**src/rtl/ubt_pkg.sv**
```systemverilog
package ubt_pkg;

    localparam int unsigned BUS_W = 18;

    // What a lane's storage word does on the next system-clock edge
    typedef enum logic [1:0] {
        LANE_TRACK = 2'd0,   // latch open: storage follows input
        LANE_LOAD  = 2'd1,   // capture edge seen: take input once
        LANE_KEEP  = 2'd2    // hold stored word
    } lane_mode_e;

    function automatic lane_mode_e lane_mode(input logic latch_en, input logic load);
        if (latch_en)  return LANE_TRACK;
        else if (load) return LANE_LOAD;
        else           return LANE_KEEP;
    endfunction

    function automatic logic drive_from_oe(input logic oe, input logic active_low);
        return active_low ? ~oe : oe;
    endfunction

endpackage

```
**src/rtl/ubt_edge_sync.sv**
```systemverilog
module ubt_edge_sync #(
    parameter int unsigned STAGES = 2
) (
    input  logic clk,
    input  logic rst,
    input  logic async_in,
    output logic rise_pulse
);
    localparam int unsigned CHAIN_W = STAGES + 1;

    logic [CHAIN_W-1:0] chain_q;
    logic               rise_q;

    always_ff @(posedge clk) begin
        if (rst) begin
            chain_q <= '0;
            rise_q  <= 1'b0;
        end else begin
            chain_q <= {chain_q[CHAIN_W-2:0], async_in};
            rise_q  <= chain_q[STAGES-1] & ~chain_q[STAGES];
        end
    end

    assign rise_pulse = rise_q;

    // a detected edge lasts exactly one cycle
    a_r3_single_pulse: assert property (@(posedge clk) disable iff (rst)
        rise_pulse |=> !rise_pulse);

endmodule

```
**src/rtl/ubt_lane.sv**
```systemverilog
module ubt_lane
    import ubt_pkg::*;
#(
    parameter int unsigned WIDTH      = BUS_W,
    parameter bit          OE_ACT_LOW = 1'b0
) (
    input  logic             clk,
    input  logic             rst,
    input  logic [WIDTH-1:0] din,
    input  logic             latch_en,
    input  logic             load,
    input  logic             oe,
    output logic [WIDTH-1:0] dout,
    output logic             drive
);
    logic [WIDTH-1:0] store_q;
    lane_mode_e       mode;

    assign mode = lane_mode(latch_en, load);

    always_ff @(posedge clk) begin
        if (rst) begin
            store_q <= '0;
        end else begin
            unique case (mode)
                LANE_TRACK, LANE_LOAD: store_q <= din;
                default:               store_q <= store_q;
            endcase
        end
    end

    assign dout  = latch_en ? din : store_q;
    assign drive = drive_from_oe(oe, OE_ACT_LOW);

    // closed latch with no load keeps the output steady
    a_r4_hold: assert property (@(posedge clk) disable iff (rst)
        (!latch_en && !load) ##1 !latch_en |-> $stable(dout));

    // on latch close the last transparent word stays
    a_r5_close_keeps: assert property (@(posedge clk) disable iff (rst)
        ($fell(latch_en) && !$past(rst)) |-> dout == $past(din));

    // a load with the latch closed shows the loaded word
    a_r3_load_word: assert property (@(posedge clk) disable iff (rst)
        (load && !latch_en) |=> (latch_en || dout == $past(din)));

    // reset leaves a cleared word on a closed lane
    a_r8_reset_clear: assert property (@(posedge clk)
        rst |=> (latch_en || dout == '0));

endmodule

```
**src/rtl/ubt_xcvr.sv**
```systemverilog
module ubt_xcvr
    import ubt_pkg::*;
#(
    parameter int unsigned WIDTH       = BUS_W,
    parameter int unsigned SYNC_STAGES = 2
) (
    input  logic             clk,
    input  logic             rst,
    input  logic [WIDTH-1:0] a_in,
    input  logic [WIDTH-1:0] b_in,
    input  logic             ab_oe,
    input  logic             ab_le,
    input  logic             ab_clk,
    input  logic             ba_oe_n,
    input  logic             ba_le,
    input  logic             ba_clk,
    output logic [WIDTH-1:0] b_out,
    output logic             b_drive,
    output logic [WIDTH-1:0] a_out,
    output logic             a_drive
);
    logic ab_load;
    logic ba_load;

    ubt_edge_sync #(.STAGES(SYNC_STAGES)) u_ab_sync (
        .clk(clk), .rst(rst), .async_in(ab_clk), .rise_pulse(ab_load)
    );

    ubt_edge_sync #(.STAGES(SYNC_STAGES)) u_ba_sync (
        .clk(clk), .rst(rst), .async_in(ba_clk), .rise_pulse(ba_load)
    );

    ubt_lane #(.WIDTH(WIDTH), .OE_ACT_LOW(1'b0)) u_ab_lane (
        .clk(clk), .rst(rst), .din(a_in), .latch_en(ab_le), .load(ab_load),
        .oe(ab_oe), .dout(b_out), .drive(b_drive)
    );

    ubt_lane #(.WIDTH(WIDTH), .OE_ACT_LOW(1'b1)) u_ba_lane (
        .clk(clk), .rst(rst), .din(b_in), .latch_en(ba_le), .load(ba_load),
        .oe(ba_oe_n), .dout(a_out), .drive(a_drive)
    );

    // a B-to-A capture edge never disturbs a closed A-to-B lane
    a_r10_lane_isolation: assert property (@(posedge clk) disable iff (rst)
        (!ab_le && !ab_load && ba_load) ##1 !ab_le |-> $stable(b_out));

endmodule

```
**config.mk**
```make
export PLATFORM = sky130hd
export DESIGN_NAME = ubt_xcvr
export DESIGN_NICKNAME = d
export VERILOG_FILES = /design/src/rtl/ubt_pkg.sv /design/src/rtl/ubt_edge_sync.sv /design/src/rtl/ubt_lane.sv /design/src/rtl/ubt_xcvr.sv
export SDC_FILE = /design/constraint.sdc
export NUM_CORES = 1
export LEC_CHECK = 0
export BUFFER_PORTS_ARGS = -buffer_cell sky130_fd_sc_hd__buf_4
export CORE_MARGIN = 1.5
export CORE_UTILIZATION = 52
export DETAILED_ROUTE_END_ITERATION = 12
export PLACE_DENSITY_LB_ADDON = 0.1
export REMOVE_ABC_BUFFERS = 1
export SETUP_SLACK_MARGIN = 0.1
export SYNTH_ARGS = -nofsm -noshare
export SYNTH_HDL_FRONTEND = slang
export SYNTH_SLANG_ARGS = --single-unit
```
**constraint.sdc**
```tcl
create_clock -name clk -period 2.7 [get_ports clk]
set_input_delay 0 -clock clk [delete_from_list [all_inputs] [get_ports clk]]
set_output_delay 0 -clock clk [all_outputs]
set_load 0.05 [all_outputs]
```
==> results of run 1 <==
registers in the layout, summed over array words and instances, names as in the netlist:
signal and cells:
u_ab_lane.store_q 18, u_ab_sync.chain_q 3, u_ab_sync.rise_pulse 1, u_ba_lane.store_q 18
u_ba_sync.chain_q 3, u_ba_sync.rise_pulse 1
power by group through the flow:
stage | Clock [W] | Combinational, W | Sequential, W
after CTS | 0.000435 | 0.000455 | 0.000704
after global placement | 0 | 0.000407 | 0.000719
after detailed placement | 0 | 0.000410 | 0.000719
final | 0.000424 | 0.000456 | 0.000704
after global routing | 0.000465 | 0.000484 | 0.000710
after floorplan | 0 | 0.000262 | 0.000712
cell families (layout without fill, tap and decap cells):
| group | after synthesis | in the layout | synth area share [%] |
|---|---|---|---|
| compound gates | 72 | 72 | 16.7 |
| mux | 36 | 36 | 18.8 |
| buf+inv | 24 | 125 | 6.67 |
| simple gates | 44 | 44 | 16.9 |
| flops | 44 | 44 | 40.9 |
per-stage QoR:
step	total power [W]	hold slack, ns	cell area (sq um)	setup slack (ns)
detailed placement	0.00113	0.000341	2670	1.31
global route	0.00166	0.000287	3130	1.12
CTS	0.00159	0.000341	3130	1.31
floorplan	0.000974	0	2020	1.64
global placement	0.00113	0.000341	2670	1.37
finish	0.00158	0.000109	3130	1.32
area by class of cell:
class / count / area share [%]
multi-input combinational: 152 / 36.1
timing repair buffer: 116 / 30.7
sequential: 44 / 28.1
clock buffer: 6 / 2.63
tap: 50 / 2.00
clock inverter: 2 / 0.319
inverter: 1 / 0.120
worst min-delay path by stage:
| stage | from | to | slack (ns) | cells past startpoint |
|---|---|---|---|---|
| after floorplan | ab_oe | b_drive | 0 | 0 |
| after global placement | ab_oe | b_drive | 0.0003 | 0 |
| after detailed placement | ab_oe | b_drive | 0.0003 | 0 |
| after CTS | ab_oe | b_drive | 0.0003 | 0 |
| after global routing | ab_oe | b_drive | 0.0003 | 0 |
| final | ab_oe | b_drive | 0.0001 | 0 |
synth_stat cells:
cell type	instances	share of area [%]
buf_4	1	0.35
mux2_2	36	19
inv_1	1	0.17
nor2b_1	8	2.3
or3b_1	36	15
o21ai_0	36	8.4
buf_2	4	0.93
dfxtp_1	44	41
a21oi_1	36	8.4
clkbuf_1	12	2.1
buf_6	6	3.1
critical path, cell delays in order, from the launching register on:
cell	delay [ns]
dfxtp_1	0.95
o21ai_0	0.19
a21oi_1	0.18
metal layers:
layer / routed length (um) / vias to the layer above / GRT usage, %
li1: - / 996 / -
met1: 2100 / 869 / 25.3
met2: 2300 / 46 / 36.0
met3: 183 / 13 / 5.17
met4: 144 / 0 / 11.0
met5: 0 / - / 0
layout by cell type, fill, tap and decap left out:
| cell type | instances |
|---|---|
| clkinv_2 | 2 |
| dfxtp_1 | 44 |
| clkbuf_8 | 6 |
| a21oi_1 | 36 |
| buf_4 | 79 |
| o21ai_0 | 36 |
| or3b_1 | 36 |
| inv_1 | 1 |
| nor2b_1 | 8 |
| mux2_2 | 36 |
| dlygate4sd3_1 | 37 |
==> flow_summary.ini, run 1 <==
[global_route]
grt_pass1_vias = 1723
grt_antenna_before_repair = 0
grt_first_pass_wirelength_um = 7390
overflow = 0
grt_max_degree = 55
track_usage_pct = 21.4

[worst_setup_path]
critPathCaptureType = register
crit_required_ns = 2.93
worstPathMaxFanout = 36
r2r-start = u_ba_sync.rise_pulse$_SDFF_PP0_
r2r_end = u_ba_lane.store_q[4]$_SDFFE_PP0P_
reg2reg_depth = 2
critPathLaunchType = register
crit_end = u_ba_lane.store_q[4]$_SDFFE_PP0P_
setup.worst_path.start = u_ba_sync.rise_pulse$_SDFF_PP0_
crit_type = reg2reg
critPathArrivalTime_ns = 1.61
reg2reg_slack_ns = 1.32

[clock_tree]
cts_setup_buffers = 0
ctsResizeCount = 0
hold_buffers = 37
numCtsBuffers = 5
clock-sinks = 44
cts_tree = done
cts_root_buffer = clkbuf_8
h-tree-depth = 2
clock_latency_ns = 0.29
cts.path.max_buffers = 2
clk_pin_slew_ns = 0.08

[pwr]
power_density_nw_per_um2 = 506
clkPwrFrac_pct = 26.8
cellInternalPower_w = 0.00109
power.leakage_nw = 1.30
max-vdd-ir-drop_v = 0.000378
switching_share_pct = 31.3
power.switching_w = 0.000496
seq_power_share_pct = 44.5
pwr-share-comb_pct = 28.8

[timing]
skew_ns = 0.00641
finalCritPeriodShare_pct = 51.2
max_slew_margin_pct = 36.9
fmax_mhz = 723
tightest_slew_ns = 0.945
fin_setup_tns_ns = 0
rsz0062_at_grt = no
setup_viol = 0
final_max_slew_viol_count = 0
min_period_ns = 1.38
hold_viol = 0

[layout]
fin_cells = 371
syn_to_final_growth_pct = 45.4
multi_input_area_sq_um = 1130
fillerInstances = 303
layout.nets = 364
seq_area_sq_um = 881
drive_gt1_share_pct = 38.3
n_antenna_cell = 0
final_core_util_pct = 78.4

[floorplan]
core_area_sq_um = 4000
initial_core_util_pct = 53.9
die_h_um = 67.4
io_pins = 82
row_count = 23
die_x_um = 67.4
die-area_sq_um = 4540

[routing]
dr_total_vias = 1924
routed_via_density = 5.19
drc = 0
firstDrtPassIters = 4
wl_per_cell_um = 12.7
ant_nets = 0
drtIter0Drc = 82
routed_wl_um = 4730

[placed_design]
io_buffers = 79
place.gp.congestion = 0.679
hpwlAfterDp_um = 2630
dp.cells = 326

[synth]
synth_seq_cells = 44
syn_area_sq_um = 2160
yosysSeqAreaShare_pct = 40.9
avgSynthCellArea_sq_um = 9.80
postSynthCellCount = 220
ys_warn_count = 0
synth_cell_types = 11

[run]
drv_cap = 0

[outcome]
outcome = finished clean

[worst_hold_path]
hold_class = in2out
Power figures use the tool's default switching activity.
==> run 2: changes to the inputs <==
--- a/config.mk
+++ b/config.mk
@@ -5,9 +5,10 @@
 export SDC_FILE = /design/constraint.sdc
 export NUM_CORES = 1
 export LEC_CHECK = 0
+export ABC_AREA = 1
 export BUFFER_PORTS_ARGS = -buffer_cell sky130_fd_sc_hd__buf_4
 export CORE_MARGIN = 1.5
-export CORE_UTILIZATION = 52
+export CORE_UTILIZATION = 44
 export DETAILED_ROUTE_END_ITERATION = 12
 export PLACE_DENSITY_LB_ADDON = 0.1
 export REMOVE_ABC_BUFFERS = 1
==> constraint.sdc (replaced) <==
create_clock -name clk -period 1.15 [get_ports clk]
set_input_delay 0 -clock clk [delete_from_list [all_inputs] [get_ports clk]]
set_output_delay 0 -clock clk [all_outputs]
set_load 0.05 [all_outputs]
==> run 2 against run 1 <==
Compared with the run above:
- via count is 13% higher
- worst hold slack stayed put
- first-iteration DRC count is 20% higher
- non-clock buffer count is 1 higher
- wire length is 0.36% higher
- core utilization is 6.6 points lower
- highest routed layer unchanged
==> flow_summary.ini, run 2 <==
[synth]
synth_commonest_cells = 103 x nand2_1, 78 x nor2_1, 44 x dfxtp_1, 44 x inv_1, 41 x o21ai_0
synth_top_family_by_area = simple AND/OR/NAND/NOR gates
ys_warn_count = 0
synth_top_cell_by_area = dfxtp_1
synth_cell_types = 14
synth_fa_ha_area_share_pct = 0
yosysSeqAreaShare_pct = 42.1
yosysMostFrequentCell = nand2_1
syn_area_sq_um = 2090
synthSimpleGateAreaFrac_pct = 34.4
yosysTopAreaCellShare_pct = 42.1
ys_async_sr_fraction_pct = 0
postSynthCellCount = 333
avgSynthCellArea_sq_um = 6.29
dominantRegCellSynth = dfxtp_1
synth_compound_area_share_pct = 9.80
synth_edf_count = 0
synth_seq_cells = 44
synth_xor_area_share_pct = 0
synth.area.top_cells = dfxtp_1 42%, nand2_1 18%, nor2_1 14%
synth.mux.area_fraction_pct = 0

[clock_tree]
h-tree-depth = 2
clk_pin_slew_ns = 0.08
cts_tree = done
numCtsBuffers = 5
clock_latency_ns = 0.28
cts_root_buffer = clkbuf_8
cts.path.max_buffers = 2
clock-sinks = 44
cts_setup_buffers = 0

[floorplan]
die_h_um = 72.0
initial_core_util_pct = 46.8
io_pins = 82
row_count = 24
die-area_sq_um = 5180
core_area_sq_um = 4470
die_x_um = 72.0

[layout]
top_regs = u_ab_lane.store_q x18, u_ba_lane.store_q x18
final_core_util_pct = 71.7
final_cell_mix = 103 x nand2_1, 78 x nor2_1, 70 x buf_4
drive_gt1_share_pct = 22.9
layout.nets = 484
fillerInstances = 384
syn_to_final_growth_pct = 53.2
n_antenna_cell = 0
final_common_cell = nand2_1

[timing]
min_period_ns = 1.01
final_max_slew_viol_count = 0
skew_ns = 0.00306
rsz0062_at_grt = yes
max_slew_margin_pct = 79.7
tightest_slew_ns = 0.304
finalCritPeriodShare_pct = 88.1
setup_viol = 0
setup_ws_ns = 0.137
hold_viol = 0
fmax_mhz = 987

[placed_design]
hpwlAfterDp_um = 2990
place.gp.congestion = 0.758
place_ws_ns = 0.239
io_buffers = 79

[worst_setup_path]
critPathCaptureType = output port
crit_end = b_out[17]
critPathArrivalTime_ns = 1.01
r2r_end = u_ba_lane.store_q[17]$_SDFFE_PP0P_
setup.worst_path.start = u_ab_lane.store_q[17]$_SDFFE_PP0P_
worstPathMaxFanout = 2
r2r-start = u_ba_sync.rise_pulse$_SDFF_PP0_
reg2reg_slack_ns = 0.22
crit_type = reg2out
crit_required_ns = 1.15
critPathLaunchType = register
reg2reg_depth = 5

[global_route]
grt_max_degree = 37
grt_first_pass_wirelength_um = 7890
track_usage_pct = 18.8
overflow = 0
grt_antenna_before_repair = 0
grt_pass1_vias = 1972

[pwr]
power.leakage_nw = 1.65
total_power_w = 0.00387
power_density_nw_per_um2 = 1210
max-vdd-ir-drop_v = 0.000652

[routing]
dr_total_vias = 2165
wl_met2_um = 2280
routed_wl_um = 4750
ant_nets = 0
wl_per_cell_um = 9.63
met1_length_um = 2160
drc = 0
firstDrtPassIters = 4
dr_wl_met3_um = 281
drtIter0Drc = 98
routed.top_layer = met4
routed_via_density = 4.39

[run]
drv_cap = 0

[outcome]
outcome = finished clean

[worst_hold_path]
hold_depth = 0
hold_class = in2out
[run 2: what timing repair did]
item / CTS / global route
endpoints found under the hold margin: 39 / 0
cloned: 0 / 0
gates resized for setup: 9 / 36
endpoints found under the setup margin: 9 / 27
pin swaps: 0 / 0
hold buffers: 34 / 0
[run 2: cells by family (layout without fill, tap and decap cells)]
family | after synthesis | count (layout)
DFF | 44 | 44
and+or+nand+nor | 185 | 185
buffers and inverters | 63 | 171
AOI/OAI and AO/OA | 41 | 41
[run 2: worst min path at each step]
stage           from      end
2_1_floorplan  ab_oe  b_drive
3_3_place_gp   ab_oe  b_drive
3_5_place_dp   ab_oe  b_drive
4_1_cts        ab_oe  b_drive
5_1_grt        ab_oe  b_drive
6_report       ab_oe  b_drive
[run 2: worst max-delay path, stage by stage (launching register included)]
cell	delay, ns
dfxtp_1	0.31
inv_1	0.05
o21ai_1	0.14
buf_4	0.22
[run 2: layout make-up]
cell class / count / area [sq um] / area share [%]
clock buffer: 8 / 90.1 / 2.81
inverter: 46 / 173 / 5.38
multi-input combinational: 226 / 952 / 29.7
sequential: 44 / 882 / 27.5
tap: 52 / 65.1 / 2.03
timing repair buffer: 117 / 1050 / 32.6
[run 2: layer usage]
| metal | vias to the layer above | global-route usage, % |
|---|---|---|
| met5 | - | 0 |
| met4 | 0 | 5.03 |
| met3 | 2 | 4.86 |
| met2 | 68 | 34.2 |
| met1 | 899 | 21.9 |
| li1 | 1196 | - |
[run 2: per-stage QoR]
| stage | std cells | cell area (sq um) | hold WS (ns) | TNS [ns] |
|---|---|---|---|---|
| final | 493 | 3210 | 0.000109 | 0 |
| after global routing | 493 | 3210 | 0.000287 | 0 |
| after CTS | 493 | 3150 | 0.000341 | 0 |
| after detailed placement | 451 | 2720 | 0.000341 | 0 |
| after global placement | 451 | 2720 | 0.000341 | 0 |
| after floorplan | 316 | 1980 | 0 | -8.11 |
[run 2: power breakdown]
part	internal [W]	leakage, nW	switching [W]
Sequential	0.00163	0.366	0.0000295
Combinational	0.000481	1.24	0.000766
Clock	0.000490	0.0455	0.000479
==> run 3: changes to the inputs <==
--- a/config.mk
+++ b/config.mk
@@ -6,11 +6,13 @@
 export NUM_CORES = 1
 export LEC_CHECK = 0
 export ABC_AREA = 1
+export ABC_CLOCK_PERIOD_IN_PS = 1150
 export BUFFER_PORTS_ARGS = -buffer_cell sky130_fd_sc_hd__buf_4
 export CORE_MARGIN = 1.5
 export CORE_UTILIZATION = 44
 export DETAILED_ROUTE_END_ITERATION = 12
 export PLACE_DENSITY_LB_ADDON = 0.1
+export RECOVER_POWER = 50
 export REMOVE_ABC_BUFFERS = 1
 export SETUP_SLACK_MARGIN = 0.1
 export SYNTH_ARGS = -nofsm -noshare
==> run 3 against run 2 <==
Compared with the run above:
- wire length barely moved
- critical path depth is the same
- via count grew 0.14%
- setup slack hardly changed
- core utilization down 0.28 points
- sequential share of layout area grew 0.11 points
- global-route usage is the same
- cell count unchanged
- maximum frequency about the same
- critical path type unchanged
==> flow_summary.ini, run 3 (synthesis gave the netlist of run 2 again) <==
[floorplan]
die-area_sq_um = 5180
core_area_sq_um = 4470
initial_core_util_pct = 46.8
row_count = 24
io_pins = 82
die_h_um = 72.0
die_x_um = 72.0

[outcome]
outcome = finished clean

[worst_setup_path]
critPathArrivalTime_ns = 1.01
crit_type = reg2out
critPathCaptureType = output port
crit_required_ns = 1.15
worstPathMaxFanout = 2
reg2reg_depth = 5
critPathLaunchType = register

[layout]
design_area_sq_um = 3200
final_common_cell = nand2_1
drive_gt1_share_pct = 22.4
top_regs = u_ab_lane.store_q x18, u_ba_lane.store_q x18
final_cell_mix = 103 x nand2_1, 78 x nor2_1, 69 x buf_4
fillerInstances = 384
layout.nets = 484
final_core_util_pct = 71.4
n_antenna_cell = 0
syn_to_final_growth_pct = 52.6

[worst_hold_path]
hold_class = in2out
hold_depth = 0

[routing]
ant_nets = 0
routed_via_density = 4.40
dr_total_vias = 2168
drc = 0
wl_per_cell_um = 9.62
firstDrtPassIters = 4
routed_wl_um = 4750
drtIter0Drc = 98

[pwr]
power.leakage_nw = 1.65
total_power_w = 0.00387
max-vdd-ir-drop_v = 0.000651
power_density_nw_per_um2 = 1210

[placed_design]
place.gp.congestion = 0.758
placed_area_sq_um = 2720
place_ws_ns = 0.239
hpwlAfterDp_um = 2990
io_buffers = 79

[global_route]
grt_max_degree = 37
grt_antenna_before_repair = 0
grt_first_pass_wirelength_um = 7890
grt_pass1_vias = 1972
overflow = 0
track_usage_pct = 18.8

[timing]
fin_setup_tns_ns = 0
fmax_mhz = 987
final_max_slew_viol_count = 0
setup_viol = 0
tightest_slew_ns = 0.586
max_slew_margin_pct = 61.1
rsz0062_at_grt = yes
min_period_ns = 1.01
setup_ws_ns = 0.137
hold_viol = 0
finalCritPeriodShare_pct = 88.1
skew_ns = 0.00300

[clock_tree]
cts_root_buffer = clkbuf_8
clock_latency_ns = 0.28
cts.path.max_buffers = 2
cts_tree = done
cts_setup_buffers = 0
numCtsBuffers = 5
clock-sinks = 44
clk_pin_slew_ns = 0.08
h-tree-depth = 2

[run]
drv_cap = 0
run 3: timing repair:
item                                   CTS  global route
endpoints found under the hold margin   39             0
gates cloned                             0             0
gates resized for setup                  9            36
setup endpoints to repair                9            27
hold buffers                            34             0
run 3: worst paths after layout:
| kind | startpoint | end | slack, ns |
|---|---|---|---|
| max | u_ab_lane.store_q[17]$_SDFFE_PP0P_ | b_out[17] | 0.14 |
| min | ab_oe | b_drive | 0.0001 |
| max reg2reg | u_ba_sync.rise_pulse$_SDFF_PP0_ | u_ba_lane.store_q[17]$_SDFFE_PP0P_ | 0.22 |
| min reg2reg | u_ba_sync.chain_q[2]$_SDFF_PP0_ | u_ba_sync.rise_pulse$_SDFF_PP0_ | 0.40 |
run 3: final cells by class:
class,instances,area (sq um),share of cell area (%)
multi-input cells,226,952,29.8
well taps,52,65.1,2.04
repair buffers,117,1030,32.4
inverters,46,173,5.40
flip-flops and latches,44,882,27.6
clock buffers,8,90.1,2.82
run 3: worst max-delay path, cell delays in order (launching register included):
cell	delay [ns]
dfxtp_1	0.31
inv_1	0.05
o21ai_1	0.14
buf_4	0.22
run 3: where the power goes:
group,switching (W),internal [W]
registers,0.0000296,0.00163
clock network,0.000480,0.000490
logic,0.000764,0.000476
total,0.00127,0.00259
run 3: routing by layer:
metal | track usage (%) | share of wire [%] | vias to the layer above
met5 | 0 | 0 | -
met4 | 5.03 | 0.57 | 0
met3 | 4.86 | 5.9 | 2
met2 | 34.2 | 49 | 68
met1 | 21.9 | 45 | 903
li1 | - | - | 1195
run 3: metrics by stage:
step	hold WS, ns	cells
final	0.000109	493
after global routing	0.000287	493
after CTS	0.000341	493
after detailed placement	0.000341	451
after global placement	0.000341	451
after floorplan	0	316
